$ cat config.mk
export PLATFORM = sky130hd
export DESIGN_NAME = byte_handshake_rx
export DESIGN_NICKNAME = d
export VERILOG_FILES = /design/src/rtl/bhrx_pkg.sv /design/src/rtl/bhrx_sync.sv /design/src/rtl/bhrx_edge.sv /design/src/rtl/bhrx_hold.sv /design/src/rtl/byte_handshake_rx.sv
export SDC_FILE = /design/constraint.sdc
export NUM_CORES = 1
export LEC_CHECK = 0
export CAP_MARGIN = 5
export CORE_MARGIN = 4
export CORE_UTILIZATION = 50
export DETAILED_ROUTE_END_ITERATION = 8
export PLACE_DENSITY_LB_ADDON = 0.25
export SLEW_MARGIN = 20
export SYNTH_ARGS = -nofsm -noshare
export SYNTH_HDL_FRONTEND = slang
export SYNTH_HIERARCHICAL = 1
export SYNTH_SLANG_ARGS = --single-unit
$ cat constraint.sdc
create_clock -name clk -period 2.92 [get_ports clk]
set_clock_uncertainty 0.15 [all_clocks]
set_input_delay 0.584 -clock clk [delete_from_list [all_inputs] [get_ports clk]]
set_output_delay 0.584 -clock clk [all_outputs]
set_load 0.01 [all_outputs]
$ cat src/rtl/bhrx_pkg.sv
package bhrx_pkg;
   localparam int unsigned MIN_SYNC_STAGES = 2;

   typedef struct packed {
      logic avail;
      logic overrun;
   } rx_flags_t;
endpackage

$ cat src/rtl/bhrx_sync.sv
module bhrx_sync #(
   parameter int unsigned WIDTH   = 1,
   parameter int unsigned STAGES  = 2,
   parameter logic        RST_VAL = 1'b0
) (
   input  logic             clk,
   input  logic             rst_n,
   input  logic [WIDTH-1:0] d,
   output logic [WIDTH-1:0] q
);
   logic [WIDTH-1:0] stg [STAGES];

   always_ff @(posedge clk or negedge rst_n) begin
      if (!rst_n) stg[0] <= {WIDTH{RST_VAL}};
      else        stg[0] <= d;
   end

   for (genvar i = 1; i < STAGES; i++) begin : g_stage
      always_ff @(posedge clk or negedge rst_n) begin
         if (!rst_n) stg[i] <= {WIDTH{RST_VAL}};
         else        stg[i] <= stg[i-1];
      end
   end

   assign q = stg[STAGES-1];
endmodule

$ cat src/rtl/bhrx_edge.sv
module bhrx_edge #(
   parameter bit ACTIVE_LOW = 1'b1,
   parameter bit LEADING    = 1'b0
) (
   input  logic clk,
   input  logic rst_n,
   input  logic stb_sync,
   output logic cap_pulse
);
   logic asserted;
   logic asserted_q;

   if (ACTIVE_LOW) begin : g_pol_low
      assign asserted = ~stb_sync;
   end else begin : g_pol_high
      assign asserted = stb_sync;
   end

   always_ff @(posedge clk or negedge rst_n) begin
      if (!rst_n) asserted_q <= 1'b0;
      else        asserted_q <= asserted;
   end

   if (LEADING) begin : g_lead
      assign cap_pulse = asserted & ~asserted_q;
   end else begin : g_trail
      assign cap_pulse = ~asserted & asserted_q;
   end
endmodule

$ cat src/rtl/bhrx_hold.sv
module bhrx_hold import bhrx_pkg::*; #(
   parameter int unsigned DATA_W = 8
) (
   input  logic              clk,
   input  logic              rst_n,
   input  logic              cap_pulse,
   input  logic [DATA_W-1:0] cap_data,
   input  logic              rd_clr,
   output logic [DATA_W-1:0] data_q,
   output rx_flags_t         flags_q
);
   rx_flags_t flags_d;

   always_comb begin
      flags_d = flags_q;
      if (rd_clr) begin
         flags_d.avail   = 1'b0;
         flags_d.overrun = 1'b0;
      end
      if (cap_pulse) begin
         if (flags_q.avail && !rd_clr) flags_d.overrun = 1'b1;
         flags_d.avail = 1'b1;
      end
   end

   always_ff @(posedge clk or negedge rst_n) begin
      if (!rst_n) begin
         data_q  <= '0;
         flags_q <= '0;
      end else begin
         flags_q <= flags_d;
         if (cap_pulse) data_q <= cap_data;
      end
   end
endmodule

$ cat src/rtl/byte_handshake_rx.sv
module byte_handshake_rx import bhrx_pkg::*; #(
   parameter int unsigned DATA_W               = 8,
   parameter int unsigned SYNC_STAGES          = 2,
   parameter bit          STB_ACTIVE_LOW       = 1'b1,
   parameter bit          LEADING_EDGE_CAPTURE = 1'b0,
   parameter bit          BUSY_ACTIVE_HIGH     = 1'b1
) (
   input  logic              clk,
   input  logic              rst_n,
   input  logic              stb_in,
   input  logic [DATA_W-1:0] din,
   input  logic              rd_clr,
   output logic [DATA_W-1:0] dout,
   output logic              avail,
   output logic              busy,
   output logic              overrun
);
   localparam logic STB_IDLE = STB_ACTIVE_LOW;

   if (DATA_W < 1) begin : g_bad_width
      $error("byte_handshake_rx: DATA_W must be at least 1");
   end
   if (SYNC_STAGES < MIN_SYNC_STAGES) begin : g_bad_sync
      $error("byte_handshake_rx: SYNC_STAGES below minimum");
   end

   logic              stb_sync;
   logic [DATA_W-1:0] data_sync;
   logic              cap_pulse;
   rx_flags_t         flags;

   bhrx_sync #(.WIDTH(1), .STAGES(SYNC_STAGES), .RST_VAL(STB_IDLE)) u_stb_sync (
      .clk(clk), .rst_n(rst_n), .d(stb_in), .q(stb_sync)
   );

   bhrx_sync #(.WIDTH(DATA_W), .STAGES(SYNC_STAGES), .RST_VAL(1'b0)) u_data_sync (
      .clk(clk), .rst_n(rst_n), .d(din), .q(data_sync)
   );

   bhrx_edge #(.ACTIVE_LOW(STB_ACTIVE_LOW), .LEADING(LEADING_EDGE_CAPTURE)) u_edge (
      .clk(clk), .rst_n(rst_n), .stb_sync(stb_sync), .cap_pulse(cap_pulse)
   );

   bhrx_hold #(.DATA_W(DATA_W)) u_hold (
      .clk(clk), .rst_n(rst_n), .cap_pulse(cap_pulse), .cap_data(data_sync),
      .rd_clr(rd_clr), .data_q(dout), .flags_q(flags)
   );

   assign avail   = flags.avail;
   assign overrun = flags.overrun;

   if (BUSY_ACTIVE_HIGH) begin : g_busy_high
      assign busy = flags.avail;
   end else begin : g_busy_low
      assign busy = ~flags.avail;
   end
endmodule

* Yosys cells after proc, flatten, opt, wreduce, memory -nomap -nowiden
Cells that the tools add are included.
** Operators by class
- Multipliers :: 0
- Bitwise operators :: 2
- Eq/ne operators :: 0
- Muxes and demuxes :: 3
- Add/sub/neg operators :: 0
- Reductions and logical operators :: 3
- Shift-type cells :: 0
- Divide/modulo/power cells :: 0
- Order comparisons :: 0
** Operator list (count)
- two-way mux 2 bit :: 2
- nonzero test 2 bit :: 1
- bitwise AND 1 bit :: 1
- logical AND 1 bit :: 1
- logical NOT 1 bit :: 1
- two-way mux 1 bit :: 1
- inverter 1 bit :: 1
** Storage, ports and cells
- Latch bits :: 0
- ROM bits :: 0
- Word-level logic and storage cells :: 16
- Input port bits :: 12
- Memories :: 0
- Memory bits (writable) :: 0
- Register bits after elaboration :: 29
- Output and inout bits :: 11

* Depth between registers and ports, before layout
- Word-level depth :: 4
- Gate-level depth with buffers :: 4
- Gate-level depth less buffers :: 3

* Modules after synthesis
Netlist, hierarchy kept.
** By module, submodules not included
- bhrx_sync (u_data_sync) :: sequential area each 400.4 um^2, cells each 24, instances 1, area an instance 460.4 um^2
- bhrx_hold :: sequential area each 250.2 um^2, cells each 23, instances 1, area an instance 402.9 um^2
- bhrx_sync (u_stb_sync) :: sequential area each 52.6 um^2, cells each 2, instances 1, area an instance 52.6 um^2
- bhrx_edge :: sequential area each 25.0 um^2, cells each 3, instances 1, area an instance 35.0 um^2
- byte_handshake_rx :: sequential area each 0.0 um^2, cells each 1, instances 1, area an instance 7.5 um^2

* Least setup slack after synthesis
Ideal clock, no wire load.
- Path kind :: flip-flop to flip-flop
- From :: reg u_stb_sync.stg (netlist bit u_stb_sync/q)
- To :: reg u_hold.data_q[0]
- Period minus slack after synthesis :: 1.344 ns
- Path buffers :: 1
- Required time :: 2.645 ns
- Setup slack :: 1.576 ns
- Setup time :: 0.125 ns
- Stages on the path, launching flop included :: 4
- Arrival :: 1.069 ns
- Cell sequence :: dfstp_2 -> and2_1 -> buf_6 -> mux2_4
** Between the ends
- Cells in the longest elaborated chain, start to end :: 1
** Ends and longest elaborated chain
- from (decl) :: line bhrx_sync.sv:11 : logic [WIDTH-1:0] stg [STAGES];
- from (signal, indexed assignment) :: line bhrx_sync.sv:20 : if (!rst_n) stg[i] <= {WIDTH{RST_VAL}};
- from (signal, indexed assignment) :: line bhrx_sync.sv:21 : else stg[i] <= stg[i-1];
- bitwise AND 1 bit :: line bhrx_edge.sv:27 : assign cap_pulse = ~asserted & asserted_q;
- via cap_pulse :: line byte_handshake_rx.sv:29 : logic cap_pulse;
- to (signal assigned) :: line bhrx_hold.sv:32 : if (cap_pulse) data_q <= cap_data;
- to (decl) :: line bhrx_hold.sv:9 : output logic [DATA_W-1:0] data_q,
The timed path passes the listed nets, and every way through them passes these cells.
A chain may end at the register's enable or synchronous reset.

* Final worst setup path
- From :: reg u_hold/flags_q[1] (netlist bit)
- To :: out avail
** RTL lines
- from (decl) :: line bhrx_hold.sv:10 : output rx_flags_t flags_q
- from (signal assigned) :: line bhrx_hold.sv:31 : flags_q <= flags_d;
- to (decl) :: line byte_handshake_rx.sv:14 : output logic avail,
No word-level cell between the ends.

==> impl_metrics.tcl <==
set metrics [dict create \
    insertedDiodeCount 0 \
    grt_use_total 0.122 \
    core_mm2 0.00176 \
    grt_max_degree 30 \
    crit_family "buffers and inverters" \
    synth_top_cell_by_area "dfrtp_1" \
    vias_per_cell 4.49 \
    grt-busiest-layer "met2" \
    p_leak_nw 0.543 \
    fmax_mhz 507 \
    yosysTopAreaCellShare 0.705 \
    grtUsageMet1 0.132 \
    endpoint_kind "primary output" \
    grt_pass1_wl_um 2170 \
    ir_drop_mv 0.404 \
    crit_slowest_cell "clkdlybuf4s50_1" \
    hold_viol 0 \
    synth_area_um2 958 \
    detail-route-antenna-nets 0 \
    vias 440 \
    critPathBufInv 1 \
    rsz0062_at_grt "no" \
    netlist_instances 53 \
    fin_ws_ns 0.948 \
    tritoncts "built" \
    setup_viol 0 \
    tightest_slew_ns 0.571 \
    crit_cells 1 \
    met3_usage 0.0860 \
    ios 23 \
    reg2reg_to "u_hold/data_q[7]$_DFFE_PN0P_" \
    start_kind "register" \
    r2r_start "u_stb_sync/q$_DFF_PN1_" \
    start_util 0.543 \
    postCtsSetupBuffers 0 \
    ys.warnings.count 6 \
    syn-num-nets 65 \
    status "finished, final reports clean" \
    fin_crit_ns 1.97 \
    synth_area_leaders "dfrtp_1 (70%), mux2_4 (13%), buf_4 (7.0%)" \
    area_growth_pct 24.5 \
    place_ws_ns 1.26 \
    routedWlPerCell_um 11.8 \
    overflow 0 \
    total_power_mw 0.779 \
    fill_cells 146 \
    htreeDepth 2 \
    fp-row-count 15 \
    drc_errors 0 \
    synth_area_per_cell_um2 18.1 \
    register_area_um2 728 \
    critPathMaxStageDelay_ns 0.55 \
    dieArea_mm2 0.00268 \
    worst-path-max-fanout 4 \
    cts_max_path_buffers 2 \
    gp_congestion 0.632 \
    synth_flop_cell "dfrtp_1" \
    tns_ns 0 \
    clockRootBuffer "clkbuf_4" \
    clkTransAtPathRegs_ns 0.07 \
    reg2reg_depth 2 \
    fp.dieW_um 51.8 \
    grt_pass1_vias 483 \
    drv_cap 0 \
    async_flop_share 1.00 \
    path_cells "clkdlybuf4s50_1" \
    yosys-top-cells-count "dfrtp_1 (27), buf_4 (9), mux2_4 (8)" \
    post_cts_resized 0 \
    startpoint "u_hold/flags_q[1]$_DFFE_PN0P_" \
    hold_class "reg2reg" \
    multi_input_area_um2 144 \
    die_h_um 51.8 \
    antenna_found_initial 0 \
    crit_arrival_ns 1.24 \
    drive_gt1_frac 0.247 \
    crit_end "avail" \
    wl_um 1160 \
    clk_latency_ns 0.30 \
    drt_iter0_markers 0 \
    port_buffers 22 \
    numCtsBuffers 5 \
    power_density_mw_per_mm2 653 \
    nets 85 \
    synth_edf_count 0 \
    period_share 0.675 \
    drtPass1Iterations 1 \
    met2_usage 0.182 \
    hold_buffers 0 \
    maxSlewViolCount 0 \
    yosysUniqueCellTypes 10 \
    path_class "reg2out" \
    regToRegSetupSlack_ns 1.30 \
    yosysMostFrequentCell "dfrtp_1" \
    worstPathRequired_ns 2.19 \
    dp_hpwl_um 837 \
    ys_ff_latch 29 \
    synth-seq-area-share 0.760 \
    max-slew-margin-rel 0.620 \
    cts_sinks 29 \
]
==> worst min-delay path by stage <==
stage | start | endpoint | slack, ns | depth (start not counted)
floorplan | rst_n | u_data_sync/q[0]$_DFF_PN0_ | 0.14 | 0
CTS | u_data_sync/stg[10]$_DFF_PN0_ | u_data_sync/q[2]$_DFF_PN0_ | 0.21 | 0
finish | u_data_sync/stg[8]$_DFF_PN0_ | u_data_sync/q[0]$_DFF_PN0_ | 0.20 | 0
global placement | u_data_sync/stg[13]$_DFF_PN0_ | u_data_sync/q[5]$_DFF_PN0_ | 0.18 | 0
detailed placement | u_data_sync/stg[10]$_DFF_PN0_ | u_data_sync/q[2]$_DFF_PN0_ | 0.19 | 0
global route | u_data_sync/stg[10]$_DFF_PN0_ | u_data_sync/q[2]$_DFF_PN0_ | 0.22 | 0
==> routing by layer <==
layer / wire length, µm / part of all wire / vias up
met5: 0 / 0 / -
met4: 19 / 0.016 / 0
met3: 101 / 0.087 / 2
met2: 604 / 0.52 / 20
met1: 434 / 0.37 / 221
li1: - / - / 197
==> layout make-up <==
cell class / count / share of cell area
Sequential cell: 29 / 0.610
Timing Repair Buffer: 23 / 0.191
Multi-Input combinational cell: 12 / 0.121
Clock buffer: 7 / 0.0461
Tap cell: 25 / 0.0262
Inverter: 2 / 0.00629
==> where the power goes <==
group	leakage, nW	internal [mW]	total, mW	switching [mW]
clock network	0.0314	0.113	0.226	0.113
logic	0.173	0.0706	0.105	0.0349
registers	0.339	0.434	0.447	0.0136
==> per-stage QoR <==
stage	hold slack (ns)	instances	cell area, µm²	utilization
finish	0.203	98	1190	0.677
global route	0.216	98	1190	0.677
CTS	0.205	98	1190	0.677
detailed placement	0.187	91	1140	0.645
global placement	0.182	91	1140	0.645
floorplan	0.138	53	958	-
==> registers in the layout (all words and copies together) (netlist names) <==
register	cells
u_edge/asserted_q	1
u_hold/data_q	8
u_stb_sync/stg	1
u_data_sync/q	8
u_hold/flags_q	2
u_data_sync/stg	8
u_stb_sync/q	1
==> kinds of logic (layout without fill, tap and decap cells) <==
family | after synthesis | count (layout) | synth area share
DFF | 29 | 29 | 0.760
AOI/OAI and AO/OA | 2 | 2 | 0.0144
and+or+nand+nor | 2 | 2 | 0.0104
buffers and inverters | 12 | 32 | 0.0901
muxes | 8 | 8 | 0.125
==> cells in the final DEF, fill, tap and decap left out <==
master / instances
inv_1: 2
and2_1: 1
dfstp_2: 2
clkbuf_8: 1
dfrtp_1: 27
clkdlybuf4s50_1: 22
a21oi_1: 1
clkbuf_1: 1
buf_4: 1
nor2_1: 1
mux2_4: 8
a21o_2: 1
clkbuf_4: 5
Power figures use the tool's default switching activity.
